<file path="src/rtl/hdlc_rx_pkg.sv">
package hdlc_rx_pkg;

    localparam int          BYTE_W    = 8;
    localparam logic [15:0] CRC_INIT  = 16'hFFFF;
    localparam logic [15:0] CRC_GOOD  = 16'hF0B8;
    localparam logic [15:0] CRC_POLY  = 16'h8408;
    localparam logic [7:0]  FLAG_PAT  = 8'h7E;

    // one FIFO entry: tags above the data byte
    typedef struct packed {
        logic              bad;
        logic              eop;
        logic [BYTE_W-1:0] data;
    } rx_entry_t;

    // per-bit result of the line tracker
    typedef struct packed {
        logic valid;
        logic bit_val;
        logic emit;
        logic flag;
        logic flag_short;
        logic abort;
    } line_ev_t;

    typedef enum logic {
        ST_HUNT,
        ST_OPEN
    } fr_state_t;

    function automatic logic [15:0] crc_byte(input logic [15:0] c, input logic [7:0] d);
        logic [15:0] r;
        r = c;
        for (int i = 0; i < 8; i++) begin
            if (r[0] ^ d[i]) r = (r >> 1) ^ CRC_POLY;
            else             r = r >> 1;
        end
        return r;
    endfunction

endpackage

</file>
<file path="src/rtl/hdlc_rx_line.sv">
module hdlc_rx_line
    import hdlc_rx_pkg::*;
#(
    parameter int STUFF_ONES = 5,
    parameter int ABORT_ONES = 7,
    parameter int IDLE_ONES  = 15
) (
    input  logic     clk,
    input  logic     rst,
    input  logic     enable,
    input  logic     bit_en,
    input  logic     bit_in,
    output line_ev_t ev,
    output logic     idle_ev
);

    localparam int RUN_W = $clog2(IDLE_ONES + 1);
    localparam int HIST  = 7;

    logic [RUN_W-1:0] ones_q;
    logic [HIST-1:0]  raw_q;
    logic [HIST-1:0]  del_q;
    logic             del_now;

    always_comb begin
        del_now       = !bit_in && (ones_q == RUN_W'(STUFF_ONES));
        ev.valid      = enable && bit_en;
        ev.bit_val    = bit_in;
        ev.emit       = !del_now;
        ev.flag       = ({raw_q, bit_in} == FLAG_PAT);
        ev.flag_short = del_q[HIST-1];
        ev.abort      = bit_in && (ones_q == RUN_W'(ABORT_ONES - 1));
        idle_ev       = ev.valid && bit_in && (ones_q == RUN_W'(IDLE_ONES - 1));
    end

    always_ff @(posedge clk) begin
        if (rst || !enable) begin
            ones_q <= '0;
            raw_q  <= '0;
            del_q  <= '0;
        end else if (bit_en) begin
            raw_q <= {raw_q[HIST-2:0], bit_in};
            del_q <= {del_q[HIST-2:0], del_now};
            if (!bit_in)
                ones_q <= '0;
            else if (ones_q != RUN_W'(IDLE_ONES))
                ones_q <= ones_q + 1'b1;
        end
    end

endmodule

</file>
<file path="src/rtl/hdlc_rx_framer.sv">
module hdlc_rx_framer
    import hdlc_rx_pkg::*;
#(
    parameter int FCS_BYTES = 2
) (
    input  logic        clk,
    input  logic        rst,
    input  logic        enable,
    input  logic        addr_en,
    input  logic        addr_two,
    input  logic [7:0]  addr_hi,
    input  logic [7:0]  addr_lo,
    input  line_ev_t    ev,
    output logic        wr_valid,
    output rx_entry_t   wr_entry,
    output logic        ev_eop,
    output logic        ev_fcs,
    output logic        ev_abort
);

    localparam int PIPE  = FCS_BYTES + 1;
    localparam int CNT_W = $clog2(PIPE + 1);

    fr_state_t         st_q;
    logic [2:0]        bit_cnt_q;
    logic [7:0]        sh_q;
    logic [CNT_W-1:0]  nbytes_q;
    logic [15:0]       crc_q;
    logic [7:0]        pipe_q [PIPE];

    logic [7:0]  sh_n;
    logic        byte_done;
    logic        aligned;
    logic        addr_miss;
    logic        close_bad;
    logic [15:0] crc_n;

    always_comb begin
        sh_n      = {ev.bit_val, sh_q[7:1]};
        byte_done = (bit_cnt_q == 3'd7);
        aligned   = ev.flag_short ? (bit_cnt_q == 3'd6) : (bit_cnt_q == 3'd7);
        addr_miss = addr_en &&
                    (((nbytes_q == CNT_W'(0)) && (sh_n != addr_hi)) ||
                     ((nbytes_q == CNT_W'(1)) && addr_two && (sh_n != addr_lo)));
        crc_n     = crc_byte(crc_q, sh_n);
        close_bad = (crc_q != CRC_GOOD) || !aligned;
    end

    always_ff @(posedge clk) begin
        wr_valid <= 1'b0;
        ev_eop   <= 1'b0;
        ev_fcs   <= 1'b0;
        ev_abort <= 1'b0;
        if (rst || !enable) begin
            st_q      <= ST_HUNT;
            bit_cnt_q <= '0;
            sh_q      <= '0;
            nbytes_q  <= '0;
            crc_q     <= CRC_INIT;
            wr_entry  <= '0;
            for (int i = 0; i < PIPE; i++) pipe_q[i] <= '0;
        end else if (ev.valid) begin
            if (ev.flag) begin
                if (st_q == ST_OPEN && nbytes_q == CNT_W'(PIPE)) begin
                    wr_valid      <= 1'b1;
                    wr_entry.data <= pipe_q[PIPE-1];
                    wr_entry.eop  <= 1'b1;
                    wr_entry.bad  <= close_bad;
                    ev_eop        <= 1'b1;
                    ev_fcs        <= close_bad;
                end
                st_q      <= ST_OPEN;
                bit_cnt_q <= '0;
                nbytes_q  <= '0;
                crc_q     <= CRC_INIT;
            end else if (ev.abort) begin
                if (st_q == ST_OPEN && nbytes_q != '0) ev_abort <= 1'b1;
                st_q     <= ST_HUNT;
                nbytes_q <= '0;
            end else if (st_q == ST_OPEN && ev.emit) begin
                sh_q      <= sh_n;
                bit_cnt_q <= bit_cnt_q + 3'd1;
                if (byte_done) begin
                    crc_q <= crc_n;
                    if (addr_miss) begin
                        st_q     <= ST_HUNT;
                        nbytes_q <= '0;
                    end else begin
                        if (nbytes_q == CNT_W'(PIPE)) begin
                            wr_valid      <= 1'b1;
                            wr_entry.data <= pipe_q[PIPE-1];
                            wr_entry.eop  <= 1'b0;
                            wr_entry.bad  <= 1'b0;
                        end else begin
                            nbytes_q <= nbytes_q + 1'b1;
                        end
                        for (int i = PIPE - 1; i > 0; i--) pipe_q[i] <= pipe_q[i-1];
                        pipe_q[0] <= sh_n;
                    end
                end
            end
        end
    end

endmodule

</file>
<file path="src/rtl/hdlc_rx_fifo.sv">
module hdlc_rx_fifo
    import hdlc_rx_pkg::*;
#(
    parameter int DEPTH   = 19,
    parameter int LEVEL_W = $clog2(DEPTH + 1)
) (
    input  logic               clk,
    input  logic               rst,
    input  logic               wr_valid,
    input  rx_entry_t          wr_entry,
    input  logic               rd_en,
    output rx_entry_t          rd_entry,
    output logic               empty,
    output logic [LEVEL_W-1:0] level
);

    localparam int PTR_W = (DEPTH > 1) ? $clog2(DEPTH) : 1;

    rx_entry_t          mem_q [DEPTH];
    logic [PTR_W-1:0]   wptr_q;
    logic [PTR_W-1:0]   rptr_q;
    logic [LEVEL_W-1:0] cnt_q;
    logic               wr_ok;
    logic               rd_ok;

    function automatic logic [PTR_W-1:0] ptr_inc(input logic [PTR_W-1:0] p);
        return (p == PTR_W'(DEPTH - 1)) ? '0 : p + 1'b1;
    endfunction

    always_comb begin
        wr_ok    = wr_valid && (cnt_q != LEVEL_W'(DEPTH));
        rd_ok    = rd_en && (cnt_q != '0);
        rd_entry = mem_q[rptr_q];
        empty    = (cnt_q == '0);
        level    = cnt_q;
    end

    always_ff @(posedge clk) begin
        if (wr_ok) mem_q[wptr_q] <= wr_entry;
    end

    always_ff @(posedge clk) begin
        if (rst) begin
            wptr_q <= '0;
            rptr_q <= '0;
            cnt_q  <= '0;
        end else begin
            if (wr_ok) wptr_q <= ptr_inc(wptr_q);
            if (rd_ok) rptr_q <= ptr_inc(rptr_q);
            if (wr_ok && !rd_ok)      cnt_q <= cnt_q + 1'b1;
            else if (rd_ok && !wr_ok) cnt_q <= cnt_q - 1'b1;
        end
    end

endmodule

</file>
<file path="src/rtl/hdlc_rx_deframer.sv">
module hdlc_rx_deframer
    import hdlc_rx_pkg::*;
#(
    parameter int FIFO_DEPTH = 19,
    parameter int LEVEL_W    = $clog2(FIFO_DEPTH + 1)
) (
    input  logic               clk,
    input  logic               rst,
    input  logic               rx_enable,
    input  logic               addr_enable,
    input  logic               addr_two_byte,
    input  logic [7:0]         addr_match_hi,
    input  logic [7:0]         addr_match_lo,
    input  logic               bit_en,
    input  logic               bit_in,
    input  logic               rd_en,
    output logic [7:0]         rd_data,
    output logic               rd_eop,
    output logic               rd_fcs_bad,
    output logic               rx_empty,
    output logic [LEVEL_W-1:0] rx_level,
    input  logic               stat_rd,
    output logic [3:0]         stat
);

    line_ev_t  line_ev;
    logic      line_idle;
    logic      fr_wr_valid;
    rx_entry_t fr_wr_entry;
    logic      fr_eop;
    logic      fr_fcs;
    logic      fr_abort;
    rx_entry_t head;
    logic [3:0] stat_set;
    logic [3:0] stat_q;

    hdlc_rx_line u_line (
        .clk     (clk),
        .rst     (rst),
        .enable  (rx_enable),
        .bit_en  (bit_en),
        .bit_in  (bit_in),
        .ev      (line_ev),
        .idle_ev (line_idle)
    );

    hdlc_rx_framer u_framer (
        .clk      (clk),
        .rst      (rst),
        .enable   (rx_enable),
        .addr_en  (addr_enable),
        .addr_two (addr_two_byte),
        .addr_hi  (addr_match_hi),
        .addr_lo  (addr_match_lo),
        .ev       (line_ev),
        .wr_valid (fr_wr_valid),
        .wr_entry (fr_wr_entry),
        .ev_eop   (fr_eop),
        .ev_fcs   (fr_fcs),
        .ev_abort (fr_abort)
    );

    hdlc_rx_fifo #(
        .DEPTH   (FIFO_DEPTH),
        .LEVEL_W (LEVEL_W)
    ) u_fifo (
        .clk      (clk),
        .rst      (rst),
        .wr_valid (fr_wr_valid),
        .wr_entry (fr_wr_entry),
        .rd_en    (rd_en),
        .rd_entry (head),
        .empty    (rx_empty),
        .level    (rx_level)
    );

    assign stat_set = {fr_fcs, fr_eop, fr_abort, line_idle};

    always_ff @(posedge clk) begin
        if (rst) stat_q <= '0;
        else     stat_q <= (stat_rd ? 4'b0 : stat_q) | stat_set;
    end

    assign stat       = stat_q;
    assign rd_data    = head.data;
    assign rd_eop     = head.eop;
    assign rd_fcs_bad = head.bad;

endmodule

</file>
<file path="config.mk">
export PLATFORM = sky130hd
export DESIGN_NAME = hdlc_rx_deframer
export DESIGN_NICKNAME = d
export VERILOG_FILES = /design/src/rtl/hdlc_rx_pkg.sv /design/src/rtl/hdlc_rx_line.sv /design/src/rtl/hdlc_rx_framer.sv /design/src/rtl/hdlc_rx_fifo.sv /design/src/rtl/hdlc_rx_deframer.sv
export SDC_FILE = /design/constraint.sdc
export NUM_CORES = 1
export LEC_CHECK = 0
export ABC_AREA = 0
export BUFFER_PORTS_ARGS = -buffer_cell sky130_fd_sc_hd__buf_2
export CAP_MARGIN = 10
export CORE_AREA = 5 5 193 121
export DETAILED_ROUTE_END_ITERATION = 6
export DIE_AREA = 0 0 198 126
export PLACE_DENSITY_LB_ADDON = 0.08
export SLEW_MARGIN = 20
export SYNTH_ARGS = -nofsm -noshare
export SYNTH_HDL_FRONTEND = slang
export SYNTH_HIERARCHICAL = 1
export SYNTH_SLANG_ARGS = --single-unit
</file>
<file path="constraint.sdc">
create_clock -name clk -period 10.3 [get_ports clk]
set_input_delay 1.545 -clock clk [delete_from_list [all_inputs] [get_ports clk]]
set_output_delay 1.545 -clock clk [all_outputs]
set_load 0.03 [all_outputs]
</file>
======== Word-level counts from Yosys, hierarchy flattened ========
Memories as Yosys holds them, arrays and structs flattened. A register that Yosys moved wholly into a read port is not among the register bits.
Cells that the tools add are included.
word-level totals
  bits of input ports ..................... 25
  memories ................................ 2
  RAM bits ................................ 214
  word-level logic and storage cells ...... 185
  output and inout port bits .............. 20
  flip-flop bits (word level) ............. 81
memory list
  name             words  bits a word  rd ports  clocked after memory_dff  wr ports  RTL line              RTL
  u_fifo.mem_q     19     10           1         1                         1         hdlc_rx_fifo.sv:19    rx_entry_t mem_q [DEPTH];
  u_framer.pipe_q  3      8            3         0                         3         hdlc_rx_framer.sv:29  logic [7:0] pipe_q [PIPE];
operators by class
  multiplexer cells ....................... 66
  reduce and logical (&&, ||, !) cells .... 47
  equality and inequality tests ........... 20
  $add $sub $neg .......................... 7
  bitwise logic cells ..................... 24
operators with widths
  operator                count
  $mux W16                12
  $mux W10                7
  $mux W5                 6
  $mux W1                 26
  $mux W8                 3
  $not A2 Y3              8
  $logic_and A1 B1 Y1     16
  $ne A16 B16 Y1 const B  1
  $ne A8 B8 Y1            2
  $reduce_and A4 Y1       4
  $add A5 B1 Y5 const B   3
  $mux W2                 6
  $mux W4                 3
  $eq A5 B5 Y1 const B    2
  $reduce_bool A2 Y1      5
  $mux W3                 3
  $reduce_bool A3 Y1      3
  $eq A4 B3 Y1 const B    2
  $eq A8 B7 Y1 const B    1
  $reduce_or A4 Y1        2
  $xor A1 B1 Y1           8
  $reduce_and A7 Y1       1
  $eq A3 B3 Y1 const B    2
  $logic_not A1 Y1        6
  other kinds (23)        32

======== Depth between registers and ports, before layout ========
  word-level depth ........................ 20
  mapped depth ............................ 11
  depth with buffers taken out ............ 10

======== By module ========
The synthesis kept the hierarchy.
modules (own cells, without submodules)
  module            times used  area an instance (µm²)  cells each
  hdlc_rx_fifo      1           8393.0                  447
  hdlc_rx_framer    1           3189.3                  315
  hdlc_rx_line      1           832.0                   86
  hdlc_rx_deframer  1           140.1                   16

======== Least setup slack after synthesis ========
No wires, ideal clock.
  path type ............................... in2reg
  from .................................... in bit_en
  to ...................................... mem u_framer.pipe_q[0][0], enable pin
  buffers on the path ..................... 3
  arrival time ............................ 4.545 ns
  stages .................................. 8
  library setup time ...................... 0.442 ns
  slack ................................... 5.313 ns
  path through ............................ buf_4 > buf_4 > and2_1 > buf_2 > inv_1 > a21oi_2 > nand2_2 > o31ai_1
RTL lines
  item         RTL line                RTL
  from (decl)  hdlc_rx_deframer.sv:14  input logic bit_en,
  to (decl)    hdlc_rx_framer.sv:29

==> reports/summary.log <==
INFO  power          design_power_total=2290uW
INFO  setup_path     path_class=register to primary output
INFO  worst_hold_path worstHoldPathType=register to register
INFO  die            num_io_pins=45
INFO  sta            slew_headroom=23.1%
INFO  synth          synth_nets=909
INFO  die            die_height=126um
INFO  setup_path     worstPathArrival=3170ps
INFO  final_layout   antennaDiodeCount=0
INFO  setup_path     timing.critical_path.fanout_max=50
INFO  global_route   grt_start_max_net_pins=51
INFO  clocking       cts.htree.levels=1
INFO  final_layout   final_cell_mix=sky130_fd_sc_hd__edfxtp_1, sky130_fd_sc_hd__dfxtp_1, sky130_fd_sc_hd__nand2_1, sky130_fd_sc_hd__nor2_1, sky130_fd_sc_hd__buf_2
INFO  synth          asyncSetResetFlopFracSynth=0%
INFO  place          dp_worst_setup_slack=5360ps
INFO  setup_path     number_of_buffers_and_inverters_on_the_critical_path=2
INFO  power          power.static_leakage=0.00412uW
INFO  drt            drc_errors=0
INFO  die            placementRows=42
INFO  global_route   grt_antenna_before_repair=0
INFO  sta            fmax=0.212GHz
INFO  setup_path     crit_path_top_delay_cell=sky130_fd_sc_hd__buf_4
INFO  place          port_buffers=44
INFO  setup_path     cp_data_required_time=8760ps
INFO  final_layout   area.growth.synth_to_final=9.99%
INFO  drt            drt_first_pass_iters=5
INFO  drt            avgRoutedWirePerCell=21.5um
INFO  synth          ys.flop_type=sky130_fd_sc_hd__edfxtp_1
INFO  die            chipWidth=198um
INFO  synth          syn-mean-instance-area=14.5squm
INFO  run_status     status=completed
INFO  clocking       numCtsBuffers=27
INFO  clocking       clkSlewWorstSetupHoldPaths=60ps
INFO  sta            worst_pin_slew=1150ps
INFO  sta            hold_ws=434ps
INFO  die            effective_utilization_at_floorplan=58.6%
INFO  drt            vias=7,243
INFO  synth          combinational_family_with_the_most_area_after_synthesis=multiplexers
INFO  final_layout   most_common_cell_after_layout_fill_and_taps_aside=sky130_fd_sc_hd__edfxtp_1
INFO  place          detailed_place_hpwl=17,200um
INFO  clocking       clock_sink_count=299
INFO  die            core_area=21,400squm
INFO  synth          syn_area=12,600squm
INFO  clocking       cts.repair_timing.setup_buffer_count=0
INFO  setup_path     crit_family=multiplexers
INFO  drt            detail_route.iter0.violations=544
INFO  synth          synth_adder_area_share=2.05%
INFO  clocking       clockRootBuffer=sky130_fd_sc_hd__clkbuf_16
INFO  die            dieArea=24,900squm
INFO  sta            post-route-worst-setup-slack=5580ps
INFO  clocking       clock_latency=530ps
INFO  synth          cell_count_after_synthesis=864
INFO  sta            final-hold-violation-count=0
INFO  clocking       cts_tree=yes
INFO  synth          synth_seq_cells=299
INFO  setup_path     crit_path_cell_trace=buf_4 -> mux4_1 -> mux2_2 -> a22oi_1 -> o21ai_1 -> buf_2
INFO  drt            detail_route.vias_per_cell=6.03
INFO  global_route   first_global_vias=7,053
INFO  sta            timing.final.crit_period=4720ps
INFO  final_layout   design.final.nets=940
INFO  sta            fin_setup_tns=0ps
INFO  sta            unrepaired_setup_endpoints_after_global_routing=false
INFO  final_layout   final_layout_size_suffix_gt1_share=17.7%
INFO  global_route   grt.overflow.total=0
INFO  clocking       cts-resized-gates=0
INFO  synth          synth_xor_xnor_area_share=3.49%
INFO  setup_path     cpPeakStageDelay=710ps
INFO  clocking       post_cts_hold_buffer_count=0
INFO  sta            finClkSkew=8.99ps
INFO  synth          synth_simple_gate_area_share=8.52%
INFO  drt            post_route_antenna_net_violation_count=0
INFO  global_route   global_route.usage.total=20.7%
INFO  power          power_per_cell_area=166nW/um^2
INFO  synth          synth_edf_count=214
INFO  setup_path     critical_path.endpoint_type=primary output
INFO  final_layout   postLayoutCoreUtil=64.4%
INFO  power          vdd.ir_drop.worst=160uV
INFO  job            max-cap-violations=0
INFO  global_route   first_pass_grt_wire_length=40,600um
INFO  synth          ys_seq_area_share=64.7%
INFO  synth          portion_of_netlist_area_occupied_by_mux_cells=11.6%
INFO  synth          synthesis.yosys.warnings=6
INFO  sta            report.final.setup_viol=0
INFO  synth          synth_compound_area_share=6.66%
INFO  sta            maxSlewViolCount=0
INFO  sta            final_period_util=45.8%
INFO  place          gpl.final_weighted_congestion=0.899
INFO  drt            totalWireLength=25,900um
INFO  synth          yosys.cell_types.count=64
INFO  clocking       clock_path_buffers=3
INFO  setup_path     start_kind=register
[cells in the mapped netlist, types with 14 or more instances]
library cell	n	share of area, %
sky130_fd_sc_hd__a21oi_1	28	1.1
sky130_fd_sc_hd__xnor2_1	20	1.4
sky130_fd_sc_hd__nor2_1	72	2.2
sky130_fd_sc_hd__mux4_2	28	5.0
sky130_fd_sc_hd__xor2_1	30	2.1
sky130_fd_sc_hd__dfxtp_1	85	14
sky130_fd_sc_hd__mux2i_1	37	3.0
sky130_fd_sc_hd__inv_1	20	0.60
sky130_fd_sc_hd__nand2_1	61	1.8
sky130_fd_sc_hd__o21ai_0	19	0.76
sky130_fd_sc_hd__clkbuf_1	14	0.42
sky130_fd_sc_hd__edfxtp_1	214	51
sky130_fd_sc_hd__and2_1	26	1.3
sky130_fd_sc_hd__ha_1	19	1.9
[cells by family after synthesis]
logic type                 Yosys count
muxes                               89
xor gates and xnor gates            50
AOI/OAI and AO/OA                  121
and+or+nand+nor                    215
buffers and inverters               70
adders and majority gates           20
DFF                                299
[final timing paths]
path,start,endpoint,slack (ps),cells after the start
setup / recovery,register,rd_data[5],5580,6
hold / removal,u_framer/ev_abort$_SDFF_PP0_,stat[1]$_SDFF_PP0_,430,2
setup reg to reg,u_line/ones_q[0]$_SDFFE_PP0P_,u_framer/pipe_q[0][11]$_SDFFCE_PN0P_,6910,9
hold reg to reg,u_framer/ev_abort$_SDFF_PP0_,stat[1]$_SDFF_PP0_,430,2
[worst reg2reg max path: stages, from the launching register on]
cell and delay [ps]:
sky130_fd_sc_hd__dfxtp_1 410, sky130_fd_sc_hd__inv_1 100, sky130_fd_sc_hd__ha_1 220, sky130_fd_sc_hd__nand3_1 110
sky130_fd_sc_hd__nor2_1 90, sky130_fd_sc_hd__nand4b_1 260, sky130_fd_sc_hd__a21oi_2 710, sky130_fd_sc_hd__nand2_2 360
sky130_fd_sc_hd__nor4_4 770, sky130_fd_sc_hd__and2_1 240
[final cells by class]
| type | count | area (sq um) |
|---|---|---|
| Clock buffer | 33 | 708 |
| Clock inverter | 16 | 150 |
| Tap cell | 286 | 358 |
| Inverter | 20 | 75.1 |
| Timing Repair Buffer | 52 | 288 |
| Multi-Input combinational cell | 495 | 4100 |
| Sequential cell | 299 | 8130 |
| Fill cell | 1536 | 7630 |
[stage by stage]
| stage | cell area, sq um | cells |
|---|---|---|
| 2_1_floorplan | 12600 | 864 |
| 3_5_place_dp | 12900 | 1151 |
| 4_1_cts | 13800 | 1200 |
| 3_3_place_gp | 12900 | 1151 |
| 5_1_grt | 13800 | 1201 |
| 6_report | 13800 | 1201 |
[metal layers]
layer	wire length [um]	global-route usage, %	vias to the layer above
li1	-	-	3299
met1	12500	34.0	3665
met2	11300	29.8	241
met3	1660	3.52	38
met4	405	3.40	0
met5	0	0	-
[flip-flops by register name, indices dropped and copies added (netlist names), named ones only]
name,cells
u_fifo/mem_q,190
u_framer/pipe_q,24
u_framer/crc_q,16
u_framer/wr_entry,10
u_framer/sh_q,7
u_line/del_q,7
u_line/raw_q,7
u_fifo/level,5
u_fifo/rptr_q,5
u_fifo/wptr_q,5
stat,4
u_line/ones_q,4
u_framer/bit_cnt_q,3
u_framer/nbytes_q,2
u_framer/ev_abort,1
u_framer/ev_eop,1
u_framer/ev_fcs,1
u_framer/st_q,1
u_framer/wr_valid,1
[where the power goes]
part / internal, uW / switching [uW]
combinational: 10.5 / 19.7
clock: 562 / 416
sequential: 1280 / 1.88
total: 1850 / 438
(Power assumes the default switching activity.)
